$ cat src/rtl/psdiv_pkg.sv
package psdiv_pkg;
  localparam int unsigned PRESCALE_DEF = 32;
  localparam int unsigned SWALLOW_W_DEF = 5;
  localparam int unsigned MAIN_W_DEF = 10;
  localparam int unsigned MAIN_MIN_DEF = 3;
endpackage

$ cat src/rtl/psdiv_cfg_capture.sv
module psdiv_cfg_capture #(
  parameter int unsigned A_W = psdiv_pkg::SWALLOW_W_DEF,
  parameter int unsigned B_W = psdiv_pkg::MAIN_W_DEF,
  parameter int unsigned B_MIN = psdiv_pkg::MAIN_MIN_DEF
) (
  input  logic           clk_i,
  input  logic           rst_ni,
  input  logic           load_i,
  input  logic [A_W-1:0] a_i,
  input  logic [B_W-1:0] b_i,
  output logic [A_W-1:0] a_q_o,
  output logic [B_W-1:0] b_q_o,
  output logic           err_o
);
  localparam logic [B_W-1:0] BMIN = B_W'(B_MIN);

  logic [A_W-1:0] a_q, a_d;
  logic [B_W-1:0] b_q, b_d;

  always_comb begin
    a_d = a_q;
    b_d = b_q;
    if (load_i) begin
      a_d = a_i;
      b_d = b_i;
    end
  end

  always_ff @(posedge clk_i or negedge rst_ni) begin
    if (!rst_ni) begin
      a_q <= '0;
      b_q <= '0;
    end else begin
      a_q <= a_d;
      b_q <= b_d;
    end
  end

  assign a_q_o = a_q;
  assign b_q_o = b_q;
  assign err_o = (b_q < BMIN) || (b_q < B_W'(a_q));

  // the captured setting only moves on a capture edge
  p_cfg_steady_r3: assert property (@(posedge clk_i) disable iff (!rst_ni)
    !load_i |=> ($stable(a_q) && $stable(b_q)));
endmodule

$ cat src/rtl/psdiv_prescaler.sv
module psdiv_prescaler #(
  parameter int unsigned P = psdiv_pkg::PRESCALE_DEF
) (
  input  logic clk_i,
  input  logic rst_ni,
  input  logic run_i,
  input  logic mod_hi_i,
  output logic wrap_o
);
  localparam int unsigned PC_W = $clog2(P + 1);
  localparam logic [PC_W-1:0] LAST_LO = PC_W'(P - 1);
  localparam logic [PC_W-1:0] LAST_HI = PC_W'(P);

  logic [PC_W-1:0] pc_q, pc_d;
  logic            wrap;

  always_comb begin
    wrap = run_i && (pc_q == (mod_hi_i ? LAST_HI : LAST_LO));
    if (!run_i || wrap) pc_d = '0;
    else                pc_d = pc_q + PC_W'(1);
  end

  always_ff @(posedge clk_i or negedge rst_ni) begin
    if (!rst_ni) pc_q <= '0;
    else         pc_q <= pc_d;
  end

  assign wrap_o = wrap;

  // an idle cycle leaves the prescaler at its load point
  p_restart_zero_r5: assert property (@(posedge clk_i) disable iff (!rst_ni)
    !run_i |=> (pc_q == '0));
endmodule

$ cat src/rtl/psdiv_main_counter.sv
module psdiv_main_counter #(
  parameter int unsigned A_W = psdiv_pkg::SWALLOW_W_DEF,
  parameter int unsigned B_W = psdiv_pkg::MAIN_W_DEF
) (
  input  logic           clk_i,
  input  logic           rst_ni,
  input  logic           run_i,
  input  logic           wrap_i,
  input  logic [A_W-1:0] a_i,
  input  logic [B_W-1:0] b_i,
  output logic           mod_hi_o,
  output logic           term_o
);
  logic [B_W-1:0] bc_q, bc_d;
  logic           at_end;

  always_comb begin
    at_end = (bc_q == (b_i - B_W'(1)));
    if (!run_i)                bc_d = '0;
    else if (wrap_i && at_end) bc_d = '0;
    else if (wrap_i)           bc_d = bc_q + B_W'(1);
    else                       bc_d = bc_q;
  end

  always_ff @(posedge clk_i or negedge rst_ni) begin
    if (!rst_ni) bc_q <= '0;
    else         bc_q <= bc_d;
  end

  assign mod_hi_o = run_i && (bc_q < B_W'(a_i));
  assign term_o   = wrap_i && at_end;

  // the period end is a single-cycle event
  p_one_shot_r1: assert property (@(posedge clk_i) disable iff (!rst_ni)
    term_o |=> !term_o);
  // the modulus choice only moves on a prescaler wrap
  p_mod_step_r2: assert property (@(posedge clk_i) disable iff (!rst_ni)
    (run_i && !wrap_i) |=> (!run_i || $stable(bc_q)));
endmodule

$ cat src/rtl/pulse_swallow_divider.sv
module pulse_swallow_divider #(
  parameter int unsigned P     = psdiv_pkg::PRESCALE_DEF,
  parameter int unsigned A_W   = psdiv_pkg::SWALLOW_W_DEF,
  parameter int unsigned B_W   = psdiv_pkg::MAIN_W_DEF,
  parameter int unsigned B_MIN = psdiv_pkg::MAIN_MIN_DEF
) (
  input  logic           clk_i,
  input  logic           rst_ni,
  input  logic           en_i,
  input  logic           hold_i,
  input  logic [A_W-1:0] swallow_i,
  input  logic [B_W-1:0] main_i,
  output logic           div_pulse_o,
  output logic           mod_hi_o,
  output logic           cfg_err_o
);
  logic [A_W-1:0] a_q;
  logic [B_W-1:0] b_q;
  logic           err, run, load, wrap, mod_hi, term;

  assign run  = en_i && !hold_i && !err;
  assign load = !run || term;

  psdiv_cfg_capture #(.A_W(A_W), .B_W(B_W), .B_MIN(B_MIN)) u_cfg (
    .clk_i(clk_i), .rst_ni(rst_ni), .load_i(load),
    .a_i(swallow_i), .b_i(main_i),
    .a_q_o(a_q), .b_q_o(b_q), .err_o(err)
  );

  psdiv_prescaler #(.P(P)) u_psc (
    .clk_i(clk_i), .rst_ni(rst_ni), .run_i(run),
    .mod_hi_i(mod_hi), .wrap_o(wrap)
  );

  psdiv_main_counter #(.A_W(A_W), .B_W(B_W)) u_main (
    .clk_i(clk_i), .rst_ni(rst_ni), .run_i(run), .wrap_i(wrap),
    .a_i(a_q), .b_i(b_q), .mod_hi_o(mod_hi), .term_o(term)
  );

  assign div_pulse_o = term;
  assign mod_hi_o    = mod_hi;
  assign cfg_err_o   = err;

  // an illegal captured setting keeps the outputs quiet
  p_err_blocks_r4: assert property (@(posedge clk_i) disable iff (!rst_ni)
    cfg_err_o |-> (!div_pulse_o && !mod_hi_o));
  // no pulse while disabled or held
  p_idle_quiet_r5: assert property (@(posedge clk_i) disable iff (!rst_ni)
    (!en_i || hold_i) |-> !div_pulse_o);
endmodule

$ cat config.mk
export PLATFORM = sky130hd
export DESIGN_NAME = pulse_swallow_divider
export DESIGN_NICKNAME = d
export VERILOG_FILES = /design/src/rtl/psdiv_pkg.sv /design/src/rtl/psdiv_cfg_capture.sv /design/src/rtl/psdiv_prescaler.sv /design/src/rtl/psdiv_main_counter.sv /design/src/rtl/pulse_swallow_divider.sv
export SDC_FILE = /design/constraint.sdc
export NUM_CORES = 1
export LEC_CHECK = 0
export BUFFER_PORTS_ARGS = -buffer_cell sky130_fd_sc_hd__buf_2
export CAP_MARGIN = 20
export CORE_MARGIN = 3
export CORE_UTILIZATION = 55
export DETAILED_ROUTE_END_ITERATION = 7
export HOLD_SLACK_MARGIN = 0.1
export PLACE_DENSITY = 0.73
export SYNTH_ARGS = -nofsm -noshare
export SYNTH_HDL_FRONTEND = slang
export SYNTH_SLANG_ARGS = --single-unit
$ cat constraint.sdc
create_clock -name clk_i -period 4.67 [get_ports clk_i]
set_clock_uncertainty 0.2 [all_clocks]
set_input_delay 1.401 -clock clk_i [delete_from_list [all_inputs] [get_ports clk_i]]
set_output_delay 1.401 -clock clk_i [all_outputs]
set_load 0.01 [all_outputs]
==> results.md, run 1 <==
- Synth Register Bits: 31
- Slew HR: 0.3634
- First-pass GRT wire length: 7955 um
- Initial antenna violation count: 0
- Setup ws final: 280.6 ps
- Post-CTS Hold Buffers: 0
- Asr flop ratio synth: 1.000
- Htree depth: 2
- Sink Count: 31
- Pwr dens: 303.8 mW/mm^2
- Initial Utilization: 0.5997
- CTS buffer count: 5
- CTS Buffer Depth: 2
- Vias in the first global route: 1,712
- Die W: 67.73 um
- Post-Syn Instances: 212
- NumNets Final: 264
- Post-DR vias/cell: 6.000
- DR iter-0 viols: 115
- Period utilization: 0.9399
- Congestion Overflow GR: 0
- Buffers on Ports: 21
- Largest net degree at the start of global routing: 32
- Post-route minimum period: 4389 ps
- Final setup violation count: 0
- Critical path class: flip-flop to output pin
- Drt pass-1 iters: 4
- N_diodes: 0
- Setup Fix Bufs, Post-CTS: 0
- Worst Hold Class: flip-flop to flip-flop
- DRC violation count after routing: 0
- Core area: 0.003495 sq mm
- Hold Vio Cnt, Final: 0
- Root Driver: clkbuf_8
- Final weighted congestion in routability-driven placement: 0.9065
- DR WL/cell: 16.45 um
- Sw Share: 0.2389
- Psw: 0.0001709 W
- Internal power: 0.0005445 W
- Number of synthesized flops with an enable pin: 0
- Syn-to-layout area delta: 12.36%
- Avg Synthesized Cell Area: 9.886 sq um
- Final ANT Viol Nets: 0
- Worst skew pair latency: 290 ps
- RSZ-0062 raised after global routing: false
- Critical Path Fanout Max: 5
- Fmax: 0.2278 GHz
- Seq pwr share: 0.418
- Post-Place Setup Slack: 464.1 ps
- CTS tree: built
- Worst Path Required: 3070 ps
- Tot GR Track Use: 0.2362
- PostCTS Resize Cnt: 0
- VDD IR max: 0.2203 mV
- Clock slew at reported path FFs: 70 ps
- Syn Nets: 243
- Top FF cell, synth: dfrtp_1
- Yosys warning count: 0
- Startpoint Class: flip-flop
- Leakage: 1.129 nW
- Detailed Route WL: 4606 um
- # rows: 21
- Setup tns final: 0 ps
- Share of cells above drive strength 1: 0.2393
- HPWL after DPL: 3376 um
- Die extent in y: 67.73 um
- Yosys cell types: 47
- Mapped Area: 0.002096 sq mm
- Sequential-to-total area share from yosys stat: 0.3701
- Final Max Tran Viols: 0
- Clk pwr share: 0.444
- DR vias: 1,680
- Logic pwr share: 0.139
- Final core occ: 0.6738
- FILL cells: 286
- Worst-Margin Slew: 949.2 ps
- DIE AREA: 0.004587 sq mm
- Arr. time, crit path: 2790 ps
- I/O pin count: 22
- Max Cap Viol: 0
- Crit. End Element: output pin
- Status: complete, no violations
==> path summary, 6_finish.rpt <==
| check | startpoint | to | slack (ps) | depth (start not counted) |
|---|---|---|---|---|
| max reg2reg | u_cfg.b_q_o[4] | u_cfg.b_q_o[1] | 1100 | 8 |
| max in group asynchronous | rst_ni | u_main.bc_q[5] | 2870 | 1 |
| min | u_psc.pc_q[0] | u_psc.pc_q[0] | 320 | 1 |
| min in group asynchronous | rst_ni | u_cfg.a_q_o[1] | 950 | 1 |
| max | u_cfg.b_q_o[4] | div_pulse_o | 280 | 7 |
| min reg2reg | u_psc.pc_q[0] | u_psc.pc_q[0] | 320 | 1 |
==> Yosys cell counts, drive strengths merged, types with 2 or more instances <==
cell type,instances,area share
dfrtp,31,0.37
nor3,5,0.012
xnor2,9,0.038
nor4,5,0.018
a221oi,3,0.013
clkbuf,6,0.011
xor2,8,0.033
and3,5,0.015
o21ai,6,0.020
mux2,15,0.099
a21oi,5,0.012
nand4b,2,0.0084
nand2,11,0.020
buf,3,0.014
nand3,13,0.033
a22o,7,0.029
or2,2,0.0060
a31o,7,0.029
a211oi,2,0.0072
ha,12,0.072
o22ai,2,0.0060
nand2b,2,0.0060
nor2,19,0.034
o2111ai,3,0.013
inv,14,0.025
==> metrics by stage <==
step / hold WS (ps) / std cells / power (W) / instance area [sq um]
floorplan: 273.0 / 212 / 0.0003720 / 2096
global placement: 295.6 / 272 / 0.0003950 / 2222
detailed placement: 305.8 / 272 / 0.0004024 / 2222
CTS: 321.5 / 280 / 0.0007184 / 2355
global route: 338.9 / 280 / 0.0007438 / 2355
finish: 318.0 / 280 / 0.0007154 / 2355
==> registers in the layout (all words and copies together) (netlist names) <==
| register | count |
|---|---|
| u_cfg.a_q_o | 5 |
| u_psc.pc_q | 6 |
| u_main.bc_q | 10 |
| u_cfg.b_q_o | 10 |
==> cell families (layout without fill, tap and decap cells) <==
kind of cell               after synthesis  count (layout)  synth area share
muxes                                   15              15           0.09850
xor gates and xnor gates                17              17           0.07105
buffers and inverters                   23              45           0.04955
AOI/OAI and AO/OA                       42              42            0.1564
and+or+nand+nor                         72              72            0.1827
adders and majority gates               12              12           0.07164
DFF                                     31              31            0.3701
==> worst max-delay path: stages (launching register included) <==
cell,delay [ps]
dfrtp_1,450
or4_4,580
nor4_1,430
a31oi_1,180
nor4_2,320
nand3_2,130
nor3b_1,230
buf_2,170
==> per-layer routing <==
metal | wire, um | part of all wire | global-route usage | up-vias
met5 | 0 | 0 | 0 | -
li1 | - | - | - | 809
met4 | 85 | 0.018 | 0.1013 | 0
met3 | 197 | 0.043 | 0.04992 | 9
met2 | 2249 | 0.49 | 0.3840 | 39
met1 | 2073 | 0.45 | 0.3014 | 823
==> layout make-up <==
cell class	count	area, sq um	area share
flip-flops and latches	31	775.7	0.3294
clock inverters	2	60.06	0.02550
clock buffers	6	72.57	0.03082
repair buffers	23	120.1	0.05101
multi-input cells	158	1216	0.5165
well taps	46	57.56	0.02444
inverters	14	52.55	0.02232
==> cell usage in the layout, fill, tap and decap left out, types with 2 or more instances in the layout <==
cell type / instances
o21ai_0: 5
mux2_4: 10
clkbuf_8: 5
ha_1: 12
a22o_1: 7
or2_2: 2
mux2_2: 5
nor2_1: 19
xor2_1: 8
and3_1: 5
a211oi_1: 2
o2111ai_1: 3
bufinv_16: 2
nor4_1: 4
a31o_1: 3
dfrtp_1: 31
o22ai_1: 2
a31o_2: 4
nor3_1: 5
buf_4: 2
inv_1: 14
a21oi_1: 5
buf_2: 21
nand4b_1: 2
nand2_1: 11
xnor2_1: 9
nand3_1: 12
a221oi_1: 3
nand2b_1: 2
==> power groups by stage <==
| stage | registers [W] | logic [W] | clock network (W) |
|---|---|---|---|
| final | 0.000299 | 0.0000992 | 0.000317 |
| after global routing | 0.000301 | 0.000112 | 0.000331 |
| after CTS | 0.000298 | 0.0000998 | 0.000320 |
| after detailed placement | 0.000303 | 0.0000991 | 0 |
| after global placement | 0.000302 | 0.0000927 | 0 |
| after floorplan | 0.000298 | 0.0000742 | 0 |
(Power assumes the default switching activity.)
==> run 2: changes to the inputs <==
- BUFFER_PORTS_ARGS: -buffer_cell sky130_fd_sc_hd__buf_2 -> not set
- CTS_CLUSTER_DIAMETER: not set -> 30
- DONT_BUFFER_PORTS: not set -> 1
- PLACE_DENSITY: 0.73 -> 0.68
==> run 2 against run 1 <==
Effect of this change: utilization down 4.1 points; global-route usage decreased by 0.87 points; critical path depth shrank 1; die area stayed put; clock-buffer cell count is the same; largest cell class unchanged.
==> results.md, run 2 (synthesis results as in run 1) <==
- NumNets Final: 244 (-7.6%)
- Root Driver: clkbuf_8
- Syn-to-layout area delta: 5.552%
- HPWL after DPL: 3374 um (about the same)
- Worst Hold Class: flip-flop to flip-flop
- Commonest non-fill, non-tap cells in the layout: 31 x dfrtp_1, 19 x nor2_1, 14 x inv_1
- # rows: 21 (unchanged)
- CTS Buffer Depth: 2 (unchanged)
- Tot GR Track Use: 0.2275 (-0.008668)
- Leakage: 1.029 nW (-8.8%)
- Worst R2R Path Depth: 8 (unchanged)
- Worst hold margin: 314.1 ps (-3.852 ps)
- R2R Setup Slk: 1020 ps (-80 ps)
- Setup tns final: 0 ps (unchanged)
- Placed insts: 252 (-7.4%)
- Clock slew at reported path FFs: 60 ps (about the same)
- Crit Reg-Reg Endpoint: u_cfg.b_q_o[1]
- Die W: 67.73 um (unchanged)
- DRC violation count after routing: 0 (unchanged)
- Setup ws final: 170.4 ps (-110.2 ps)
- Psw: 0.0001527 W (-11%)
- Drt pass-1 iters: 4 (unchanged)
- DR vias: 1,619 (-3.6%)
- Largest net degree at the start of global routing: 32 (unchanged)
- Seq pwr share: 0.503 (+0.085)
- Final Max Tran Viols: 0 (unchanged)
- VDD IR max: 0.1935 mV (-12%)
- CTS tree: built
- Congestion Overflow GR: 0 (unchanged)
- WHS Path Cells: 1 (unchanged)
- Hold Vio Cnt, Final: 0 (unchanged)
- WHS Endpoint: u_cfg.a_q_o[3]
- RSZ-0062 raised after global routing: false
- Buffers on Ports: 0 (-100%)
- Pwr dens: 268.5 mW/mm^2 (-12%)
- Crit. End Element: output pin
- CTS buffer count: 5 (unchanged)
- Share of cells above drive strength 1: 0.1690 (-0.07030)
- Die extent in y: 67.73 um (unchanged)
- Post-route minimum period: 4500 ps (+110.2 ps)
- Most common cell after layout, fill and taps aside: dfrtp_1
- Critical Path Fanout Max: 5 (unchanged)
- Core area: 0.003495 sq mm (unchanged)
- Post-CTS Hold Buffers: 0 (unchanged)
- Post-Place Setup Slack: 501.5 ps (+37.39 ps)
- Sink Count: 31 (unchanged)
- Worst Path Required: 3070 ps (about the same)
- DIE AREA: 0.004587 sq mm (unchanged)
- I/O pin count: 22 (unchanged)
- Vias in the first global route: 1,673 (-2.3%)
- Hold_sp: u_cfg.a_q_o[3]
- Logic pwr share: 0.146 (+0.007)
- Final std cells w/o fill: 259 (-7.5%)
- N_diodes: 0 (unchanged)
- First-pass GRT wire length: 7721 um (-2.9%)
- Startpoint Class: flip-flop
- Post-DR vias/cell: 6.251 (+4.2%)
- Tot Pwr: 0.0005939 W (-17%)
- Max Cap Viol: 0 (unchanged)
- Detailed Route WL: 4504 um (-2.2%)
- DR WL/cell: 17.39 um (+5.7%)
- Final weighted congestion in routability-driven placement: 0.8743 (-3.6%)
- Clk pwr share: 0.352 (-0.092)
- Slew HR: 0.3360 (-0.02741)
- Worst reg2reg path startpoint: u_cfg.b_q_o[4]
- Status: complete, no violations
- Final ANT Viol Nets: 0 (unchanged)
- Initial antenna violation count: 0 (unchanged)
- Period utilization: 0.9635 (+0.02359)
- Worst skew pair latency: 280 ps (about the same)
- Sw Share: 0.2570 (+0.01813)
- Arr. time, crit path: 2900 ps (+110 ps)
- Final setup violation count: 0 (unchanged)
- PostCTS Resize Cnt: 0 (unchanged)
- Critical path class: flip-flop to output pin
- Worst-Margin Slew: 990.1 ps (+40.86 ps)
- Fmax: 0.2222 GHz (-2.4%)
- FILL cells: 305 (+6.6%)
- Initial Utilization: 0.5997 (unchanged)
- Internal power: 0.0004413 W (-19%)
- Setup Fix Bufs, Post-CTS: 0 (unchanged)
- DR iter-0 viols: 116 (+0.87%)
- Htree depth: 2 (unchanged)
run 2: through the flow:
step	utilization	instance area [sq um]
after floorplan	-	2096
after global placement	0.6079	2125
after detailed placement	0.6079	2125
after CTS	0.6330	2212
after global routing	0.6330	2212
final	0.6330	2212
run 2: power by group through the flow:
stage	Combinational (W)	Clock [W]	Sequential, W
final	0.0000865	0.000209	0.000299
after global routing	0.0000966	0.000224	0.000301
after CTS	0.0000866	0.000214	0.000298
after detailed placement	0.0000860	0	0.000303
after global placement	0.0000806	0	0.000302
after floorplan	0.0000742	0	0.000298
run 2: worst max path at each step:
stage | slack, ps | startpoint | end
floorplan | 640 | hold_i | div_pulse_o
global placement | 550 | hold_i | div_pulse_o
detailed placement | 500 | u_cfg.b_q_o[4] | div_pulse_o
CTS | 180 | u_cfg.b_q_o[4] | div_pulse_o
global route | 2 | u_cfg.b_q_o[4] | div_pulse_o
finish | 170 | u_cfg.b_q_o[4] | div_pulse_o
run 2: routing by layer:
layer  GRT usage  vias up  part of all wire
met5           0        -                 0
met4     0.08861        0             0.016
met3     0.06323       10             0.048
met2      0.3779       37              0.48
met1      0.2777      805              0.45
li1            -      767                 -
run 2: cell type report:
class,instances,area (sq um),area share
inverter,14,52.55,0.02376
tap,46,57.56,0.02602
multi-input combinational,158,1216,0.5498
clock inverter,1,5.005,0.002262
timing repair buffer,3,22.52,0.01018
sequential,31,775.7,0.3507
clock buffer,6,82.58,0.03733
run 2: critical path, cell delays in order, from the launching register on:
cell and delay, ps:
dfrtp_1 440, or4_4 580, nor4_1 440, a31oi_1 200, nor4_2 360, nand3_2 140
nor3b_1 460
